===== config.mk =====
export PLATFORM = sky130hd
export DESIGN_NAME = freq_lock_ctrl
export DESIGN_NICKNAME = d
export VERILOG_FILES = /design/src/rtl/flk_pkg.sv /design/src/rtl/flk_delta.sv /design/src/rtl/flk_lock.sv /design/src/rtl/flk_pulse.sv /design/src/rtl/freq_lock_ctrl.sv
export SDC_FILE = /design/constraint.sdc
export NUM_CORES = 1
export LEC_CHECK = 0
export ABC_AREA = 1
export CAP_MARGIN = 20
export CORE_AREA = 2 2 144 104
export DETAILED_ROUTE_END_ITERATION = 7
export DIE_AREA = 0 0 146 106
export GPL_ROUTABILITY_DRIVEN = 1
export GPL_TIMING_DRIVEN = 0
export PLACE_DENSITY = 0.77
export SETUP_SLACK_MARGIN = 0.2
export SLEW_MARGIN = 20
export SYNTH_ARGS = -nofsm -noshare
export SYNTH_HDL_FRONTEND = slang
export SYNTH_SLANG_ARGS = --single-unit

===== constraint.sdc =====
create_clock -name clk_i -period 6.7 [get_ports clk_i]
set_clock_uncertainty 0.15 [all_clocks]
set_input_delay 1.005 -clock clk_i [delete_from_list [all_inputs] [get_ports clk_i]]
set_output_delay 1.005 -clock clk_i [all_outputs]
set_load 0.005 [all_outputs]

===== src/rtl/flk_pkg.sv =====
package flk_pkg;
  typedef enum logic {
    ST_FREE = 1'b0,
    ST_HELD = 1'b1
  } lock_st_e;
endpackage


===== src/rtl/flk_delta.sv =====
module flk_delta #(
  parameter int COUNT_W  = 24,
  parameter int JUMP_THR = 5,
  localparam int ERR_W   = COUNT_W + 1
) (
  input  logic               clk_i,
  input  logic               rst_ni,
  input  logic               vld_i,
  input  logic [COUNT_W-1:0] cnt_i,
  output logic               cmp_ok_o,
  output logic               jump_o,
  output logic               zero_o
);
  logic [COUNT_W-1:0] prev_q;
  logic               have_q;
  logic [ERR_W-1:0]   diff, mag;

  always_comb begin
    diff = {1'b0, cnt_i} - {1'b0, prev_q};
    mag  = diff[ERR_W-1] ? (~diff + 1'b1) : diff;
  end

  assign cmp_ok_o = have_q;
  assign jump_o   = have_q && (mag > ERR_W'(JUMP_THR));
  assign zero_o   = have_q && (diff == '0);

  always_ff @(posedge clk_i or negedge rst_ni) begin
    if (!rst_ni) begin
      prev_q <= '0;
      have_q <= 1'b0;
    end else if (vld_i) begin
      prev_q <= cnt_i;
      have_q <= 1'b1;
    end
  end

  AST_HAVE_AFTER_STROBE: assert property (@(posedge clk_i) disable iff (!rst_ni)
    vld_i |=> cmp_ok_o);
endmodule


===== src/rtl/flk_lock.sv =====
module flk_lock
  import flk_pkg::*;
#(
  parameter int COUNT_W  = 24,
  parameter int SETTLE_N = 3,
  localparam int ERR_W   = COUNT_W + 1,
  localparam int SET_W   = $clog2(SETTLE_N + 1)
) (
  input  logic               clk_i,
  input  logic               rst_ni,
  input  logic               vld_i,
  input  logic [COUNT_W-1:0] cnt_i,
  input  logic               cmp_ok_i,
  input  logic               jump_i,
  input  logic               zero_i,
  output logic               lock_o,
  output logic               corr_vld_o,
  output logic               clear_o,
  output logic [ERR_W-1:0]   err_o
);
  lock_st_e           st_q;
  logic [SET_W-1:0]   settle_q;
  logic [COUNT_W-1:0] ref_q;
  logic               cmp_vld;

  assign cmp_vld    = vld_i && cmp_ok_i;
  assign lock_o     = (st_q == ST_HELD);
  assign clear_o    = cmp_vld && jump_i;
  assign corr_vld_o = cmp_vld && !jump_i && lock_o;
  assign err_o      = {1'b0, cnt_i} - {1'b0, ref_q};

  always_ff @(posedge clk_i or negedge rst_ni) begin
    if (!rst_ni) begin
      st_q     <= ST_FREE;
      settle_q <= '0;
      ref_q    <= '0;
    end else if (cmp_vld) begin
      if (jump_i) begin
        st_q     <= ST_FREE;
        settle_q <= '0;
      end else if (st_q == ST_FREE) begin
        if (!zero_i) begin
          settle_q <= '0;
        end else if (settle_q == SET_W'(SETTLE_N - 1)) begin
          st_q     <= ST_HELD;
          ref_q    <= cnt_i;
          settle_q <= '0;
        end else begin
          settle_q <= settle_q + 1'b1;
        end
      end
    end
  end

  AST_JUMP_UNLOCKS: assert property (@(posedge clk_i) disable iff (!rst_ni)
    (vld_i && cmp_ok_i && jump_i) |=> !lock_o);
  AST_LOCK_ON_ZERO: assert property (@(posedge clk_i) disable iff (!rst_ni)
    $rose(lock_o) |-> $past(vld_i && zero_i && !jump_i));
  AST_REF_HELD: assert property (@(posedge clk_i) disable iff (!rst_ni)
    (lock_o && $past(lock_o)) |-> $stable(ref_q));
endmodule


===== src/rtl/flk_pulse.sv =====
module flk_pulse #(
  parameter int ERR_W         = 25,
  parameter int TICKS_PER_LSB = 8,
  parameter int MAX_PULSE     = 64,
  localparam int PW           = $clog2(MAX_PULSE + 1),
  localparam int LIM          = MAX_PULSE / TICKS_PER_LSB,
  localparam int PROD_W       = ERR_W + 32
) (
  input  logic             clk_i,
  input  logic             rst_ni,
  input  logic             load_i,
  input  logic             clear_i,
  input  logic [ERR_W-1:0] err_i,
  output logic             up_o,
  output logic             dn_o
);
  logic [ERR_W-1:0]  mag;
  logic [PROD_W-1:0] prod;
  logic [PW-1:0]     width, cnt_q;
  logic              down_q;

  always_comb begin
    mag  = err_i[ERR_W-1] ? (~err_i + 1'b1) : err_i;
    prod = PROD_W'(mag) * PROD_W'(TICKS_PER_LSB);
    // saturate before the product can exceed the limit
    width = (mag > ERR_W'(LIM)) ? PW'(MAX_PULSE) : PW'(prod);
  end

  always_ff @(posedge clk_i or negedge rst_ni) begin
    if (!rst_ni) begin
      cnt_q  <= '0;
      down_q <= 1'b0;
    end else if (clear_i) begin
      cnt_q <= '0;
    end else if (load_i) begin
      cnt_q  <= width;
      down_q <= !err_i[ERR_W-1];
    end else if (cnt_q != '0) begin
      cnt_q <= cnt_q - 1'b1;
    end
  end

  assign up_o = (cnt_q != '0) && !down_q;
  assign dn_o = (cnt_q != '0) && down_q;

  AST_UP_DN_EXCL: assert property (@(posedge clk_i) disable iff (!rst_ni)
    !(up_o && dn_o));
  AST_WIDTH_CAP: assert property (@(posedge clk_i) disable iff (!rst_ni)
    cnt_q <= PW'(MAX_PULSE));
  AST_CLEAR_STOPS: assert property (@(posedge clk_i) disable iff (!rst_ni)
    clear_i |=> !(up_o || dn_o));
  AST_ZERO_IDLE: assert property (@(posedge clk_i) disable iff (!rst_ni)
    (load_i && !clear_i && err_i == '0) |=> !(up_o || dn_o));
endmodule


===== src/rtl/freq_lock_ctrl.sv =====
module freq_lock_ctrl #(
  parameter int COUNT_W       = 24,
  parameter int JUMP_THR      = 5,
  parameter int SETTLE_N      = 3,
  parameter int TICKS_PER_LSB = 8,
  parameter int MAX_PULSE     = 64,
  localparam int ERR_W        = COUNT_W + 1
) (
  input  logic               clk_i,
  input  logic               rst_ni,
  input  logic               cnt_vld_i,
  input  logic [COUNT_W-1:0] cnt_i,
  output logic               up_o,
  output logic               dn_o,
  output logic               mid_o,
  output logic               lock_o
);
  logic             cmp_ok, jump, zero;
  logic             corr_vld, clear;
  logic [ERR_W-1:0] err;

  flk_delta #(.COUNT_W(COUNT_W), .JUMP_THR(JUMP_THR)) i_delta (
    .clk_i, .rst_ni, .vld_i(cnt_vld_i), .cnt_i,
    .cmp_ok_o(cmp_ok), .jump_o(jump), .zero_o(zero)
  );

  flk_lock #(.COUNT_W(COUNT_W), .SETTLE_N(SETTLE_N)) i_lock (
    .clk_i, .rst_ni, .vld_i(cnt_vld_i), .cnt_i,
    .cmp_ok_i(cmp_ok), .jump_i(jump), .zero_i(zero),
    .lock_o, .corr_vld_o(corr_vld), .clear_o(clear), .err_o(err)
  );

  flk_pulse #(.ERR_W(ERR_W), .TICKS_PER_LSB(TICKS_PER_LSB), .MAX_PULSE(MAX_PULSE)) i_pulse (
    .clk_i, .rst_ni, .load_i(corr_vld), .clear_i(clear), .err_i(err),
    .up_o, .dn_o
  );

  assign mid_o = !lock_o;

  AST_NO_PULSE_FREE: assert property (@(posedge clk_i) disable iff (!rst_ni)
    (!lock_o && !$past(lock_o)) |-> !(up_o || dn_o));
endmodule


# == Word-level counts from Yosys, hierarchy flattened ==
# Index checks and enable logic that the tools add are counted.
# totals
latchBits,0
ramBits,0
output_inout_bits,4
rom_bits,0
memories,0
reg_bits,60
word_cells,54
input_bits,27
# classes
n_mul,0
muxes,14
n_bitwise,5
div,0
n_reduce_logical,18
n_shift,0
eq_ne,2
order_cmp,2
add_sub_neg,6
# ops
op,count
$add 25x1->25 const B,2
$mux 25,2
$not 25->25,2
$sub 24x24->25,2
$mux 7,4
$gt 25x3->1 const B,1
$gt 25x4->1 const B,1
$logic_not 25->1,1
$logic_and 1x1->1,8
$mux 2,4
$reduce_bool 7->1,1
$sub 7x1->7 const B,1
$reduce_and 5->1,1
$logic_not 1->1,4
$mux 1,4
$reduce_and 2->1,2
$not 1->1,3
$reduce_bool 3->1,1
$add 2x1->2 const B,1
$eq 2x2->1 const B,1
$ne 2x1->1 const B,1

# == Depth between registers and ports, before layout ==
# depth
ltp_word,11
mapped_depth,30
depth_no_buf,30

# == Hierarchy ==
# Synthesis repeated with hierarchy kept, for this count alone.
# unflattened
hier_cells,1447
hier_area_um2,8102.8
# by_module_without_submodules
module,seq_area_each_um2,area_per_inst_um2,cells_each,n_inst
flk_delta,625.6,3743.6,679,1
flk_lock,675.6,2941.6,494,1
flk_pulse,200.2,1413.9,273,1
freq_lock_ctrl,0.0,3.8,1,1

# == Worst setup path after synthesis ==
# Ideal clock, no wire load.
# synth_timing
path_type,input port to flip-flop
startpoint,in cnt_i[0]
endpoint,reg i_lock.ref_q[5]
path_stages,19
n_path_buf,2
path_slack_ns,2.749
t_arrival_ns,3.684
setup_ns,0.117
required_time_ns,6.433
path_cell_list,inv_1 -> ha_1 -> fa_1 -> ha_1 -> inv_1 -> nor2_1 -> nand3_1 -> nor2_2 -> nand3_1 -> nor2_4 -> nand3_2 -> nor4_2 -> nand4_1 -> nor3b_2 -> nand3_2 -> buf_6 -> buf_6 -> o21ai_1 -> inv_1
# synth_between
elab_chain_cells,8
elab_cells_between_ends,10
cone_classes,2 x add/sub; 1 x order compare; 1 x mux; 2 x bitwise; 4 x reduce/logical
# synth_rtl
item,line_no,source
start: declaration,freq_lock_ctrl.sv:12,"input logic [COUNT_W-1:0] cnt_i,"
$sub 24x24->25 *,flk_delta.sv:19,"diff = {1'b0, cnt_i} - {1'b0, prev_q};"
$not 25->25,flk_delta.sv:20,mag = diff[ERR_W-1] ? (~diff + 1'b1) : diff;
$add 25x1->25,flk_delta.sv:20,
$mux 25,flk_delta.sv:20,
$gt 25x3->1,flk_delta.sv:24,assign jump_o = have_q && (mag > ERR_W'(JUMP_THR));
$logic_and 1x1->1,flk_delta.sv:24,
$not 1->1 (no line),--,
$reduce_and 5->1 (no line) *,--,
end signal: assignment,flk_lock.sv:46,ref_q <= cnt_i;
end: declaration,flk_lock.sv:23,logic [COUNT_W-1:0] ref_q;
# Mark *: on every way between the ends. The rest lies on a longest branch, timed or not.
# A chain may end at the register's enable or synchronous reset.

# == Worst setup path in the final report ==
# layout_timing
startpoint,in cnt_i[1]
endpoint,reg i_pulse.cnt_q[3]
# layout_between
elab_chain_cells,11
elab_cells_between_ends,19
cone_classes,4 x add/sub; 2 x order compare; 5 x mux; 2 x bitwise; 6 x reduce/logical
# layout_rtl
item,line_no,source
$sub 24x24->25,flk_delta.sv:19,
$not 25->25,flk_delta.sv:20,
$add 25x1->25,flk_delta.sv:20,
$mux 25,flk_delta.sv:20,
$gt 25x3->1,flk_delta.sv:24,
$logic_and 1x1->1,flk_delta.sv:24,
$logic_not 1->1,flk_lock.sv:29,assign corr_vld_o = cmp_vld && !jump_i && lock_o;
$logic_and 1x1->1 (2 in series),flk_lock.sv:29,
$mux 7,flk_pulse.sv:35,end else if (load_i) begin
$mux 7,flk_pulse.sv:33,end else if (clear_i) begin
end signal: assignment,flk_pulse.sv:36,cnt_q <= width;
end signal: assignment,flk_pulse.sv:39,cnt_q <= cnt_q - 1'b1;
end: declaration,flk_pulse.sv:19,"logic [PW-1:0] width, cnt_q;"
# Several ways; a longest one is shown, not always the timed one.

==> results.md <==
* WP data arrival at 4.92 ns
* Slew HR at 0.5695
* CTS tree: yes
* Least-Margin Pin Slew at 0.6457 ns
* Finish-stage setup viols at 0
* Detailed-routing wirelength on met1 at around 11 mm
* Initial core utilization at 0.5300
* Initial DRC count at a little under 800
* CP cell instances: clkdlybuf4s50_1 > inv_1 > fa_1 > inv_1 > nand3_1 > nand2_2 > nand2_2 > nand2_2 > nand4_1 > o211ai_4 > inv_4 > buf_4 > nand2_1 > nand3_1 > nand2_1 > nand4_1 > nor2_2 > nand3_1 > nand2_1 > nand2_1 > inv_1 > a21oi_1
* Ys async rst share at 1.000
* Cts hold-fix bufs at 0
* HP Class: in -> async
* Final wirelength at roughly 21 mm
* Avg Vias per Cell at around 5.2
* WP data required at slightly below 7 ns
* Diode count at 0
* Wire per inst at roughly 13 um
* First-pass GRT wire length at around 35 mm
* Yosys top cell area share at 0.2305
* Detailed Place HPWL at about 17 mm
* Ys flop type: dfrtp_1
* Critical Path Source Type: input pin
* Core box area at between 10000 and 15000 sq um
* Layout Nets at 1452
* Power per Cell Area at roughly 190 nW/um^2
* Clk sinks at 60
* Worst-path maximum fanout at 10
* Slowest cell on crit path: clkdlybuf4s50_1
* Worst Setup End Kind: register
* Total power at approximately 1.6 mW
* Clock root buffer: clkbuf_16
* Post-CTS sizing at 0
* Vias at 8118
* Fmax achieved at just over 0.2 GHz
* CTS Buffer Depth at 2
* CP max stage delay at 0.66 ns
* Clock-pin slew on the worst setup and hold paths at roughly 0.060 ns
* Post-synth cell types at 39
* Critical path class: in -> reg
* Synth Instances at around 1300
* Part of the cycle the worst path needs at 0.7242
* # port buffers at 30
* Seq/Total Area, Yosys at 0.1987
* Bufs and invs on worst path at 6
* Cells on worst reg2reg path at 21
* Metal3 WL at between 1.5 and 2 mm
* Outcome: completed
* Leakage power at approximately 4.9 nW
* RSZ-0062 raised after global routing: false
* Most numerous cell in the Yosys netlist: nand2_1
* DP Area at about 8100 sq um
* Initial antenna violation count at 0
* Post-route DRC at 0
* Die Span X at 146 um
* Total Routing Usage GR at 0.2743
* Final Cell Area at between 8000 and 9000 sq um
* Largest delay share family, worst path: simple AND/OR/NAND/NOR gates
* Area Overhead vs Synth at 11.72%
* Synth cell count leaders: 464 x nand2_1, 262 x inv_1, 112 x nor2_1, 95 x nand3_1, 60 x dfrtp_1
* Max Slew Vio Count at 0
* Number of global-route vias before repair at between 7000 and 8000
* Max layer used: met4
* Htree depth at 3
* TritonCTS Buffers at 9
* GRT Residual Overflow at 0
* Antenna-violating nets left at 0
* YS warnings at 0
* Die height at 106 um
* DR WL met2 at ~8 mm
* Fillers at between 1000 and 1500
* Number of core rows at 37
* Synthesized net count at approximately 1400
* Worst-skew pair later-pin latency at 0.33 ns
* Post-CTS Repair Setup Buffers at 0
* Syn avg cell area at approximately 5.7 sq um
* Layout cells sized above 1 at 0.05523
* Seq cells post-synth at 60
* Yosys top cell by area: nand2_1
* Number of synthesized flops with an enable pin at 0
* Peak supply drop at roughly 180 uV
* Top cells by area, synth: nand2_1 23%, dfrtp_1 20%, inv_1 13%
* DRT Pass-1 Iters at 6
* Setup_tns at 0 ns
* Max Cap Violations at 0
* Synth Cell Area at 7557 sq um
* Fin. Hold Viols at 0
* Cell mode on critical path: nand2_1
* Minimum clock period at 4.852 ns
* Final RePlAce weighted congestion at between 0.9 and 1
* Die Area at between 15000 and 20000 sq um
* Largest net degree at the start of global routing at 58
* Critical path depth in cells at 22
* Io pins at 31
-- cells by family after synthesis --
family                   synth area share
flip-flops                         0.1987
AO/OA/AOI/OAI                     0.09139
buffers and inverters              0.1475
AND/OR/NAND/NOR                    0.4374
XOR/XNOR                          0.03361
adder cells (fa/ha/maj)           0.09139
-- placed cells by master, fill, tap and decap left out, types with 4 or more instances in the layout --
| cell | synthesis | layout |
|---|---|---|
| o21ai_0 | 54 | 54 |
| clkdlybuf4s50_1 | 0 | 29 |
| a21oi_1 | 51 | 51 |
| nand4_1 | 35 | 35 |
| buf_2 | 4 | 4 |
| nor2_1 | 112 | 112 |
| ha_1 | 52 | 52 |
| nand2_2 | 15 | 15 |
| nor2_2 | 10 | 10 |
| o21ai_1 | 21 | 21 |
| clkbuf_16 | 0 | 9 |
| xor2_1 | 20 | 20 |
| buf_6 | 4 | 4 |
| dfrtp_1 | 60 | 60 |
| nand3b_1 | 9 | 9 |
| inv_1 | 262 | 262 |
| inv_2 | 6 | 6 |
| clkbuf_1 | 5 | 5 |
| xnor2_1 | 9 | 9 |
| and2_1 | 5 | 5 |
| nor3_1 | 6 | 6 |
| nand2_1 | 464 | 464 |
| nand3_1 | 95 | 95 |
| nand3_2 | 6 | 6 |
-- sequential cells by signal, indices dropped and copies added, names as in the netlist --
signal / cells
i_delta.cmp_ok_o: 1
i_pulse.down_q: 1
i_lock.ref_q: 24
i_lock.settle_q: 2
i_lock.lock_o: 1
i_delta.prev_q: 24
i_pulse.cnt_q: 7
-- routing by layer --
layer,vias to the layer above,global-route usage
met3,13,0.05408
met1,3630,0.4332
met4,0,0.03051
met2,270,0.3929
met5,-,0
li1,4205,-
-- per-stage QoR --
stage | hold WS, ns | setup WS [ns] | std cells | utilization
after floorplan | 0.3173 | 2.749 | 1329 | -
final | 0.3247 | 1.848 | 1571 | 0.5921
after CTS | 0.3218 | 1.944 | 1571 | 0.5921
after global routing | 0.3213 | 1.531 | 1571 | 0.5921
after global placement | 0.3359 | 1.634 | 1554 | 0.5682
after detailed placement | 0.3506 | 1.599 | 1555 | 0.5699
-- worst paths after layout --
kind / from / end / slack (ns)
max reg2reg: i_delta.prev_q[0]$_DFFE_PN0P_ / i_pulse.cnt_q[3]$_DFFE_PN0P_ / 2.75
min in group clk_i: i_lock.settle_q[0]$_DFFE_PN0P_ / i_lock.settle_q[0]$_DFFE_PN0P_ / 0.36
min reg2reg: i_lock.settle_q[0]$_DFFE_PN0P_ / i_lock.settle_q[0]$_DFFE_PN0P_ / 0.36
max: cnt_i[1] / i_pulse.cnt_q[3]$_DFFE_PN0P_ / 1.85
min: rst_ni / i_delta.prev_q[1]$_DFFE_PN0P_ / 0.32
max in group asynchronous: rst_ni / i_lock.settle_q[0]$_DFFE_PN0P_ / 5.60
-- power breakdown --
group | internal (mW) | switching [mW] | total (mW)
clock network | 0.324 | 0.169 | 0.493
logic | 0.230 | 0.437 | 0.667
registers | 0.391 | 0.0142 | 0.405
-- area by class of cell --
cell class                 instances  area, sq um  area share
buffer                            15        98.84     0.01171
timing repair buffer              31        325.3     0.03853
clock inverter                     7        91.34     0.01082
multi-input combinational        984         4941      0.5852
clock buffer                       9        225.2     0.02667
inverter                         270         1016      0.1203
sequential                        60         1501      0.1778
tap                              195        244.0     0.02890
No activity file was read; power rests on OpenSTA's default activity.
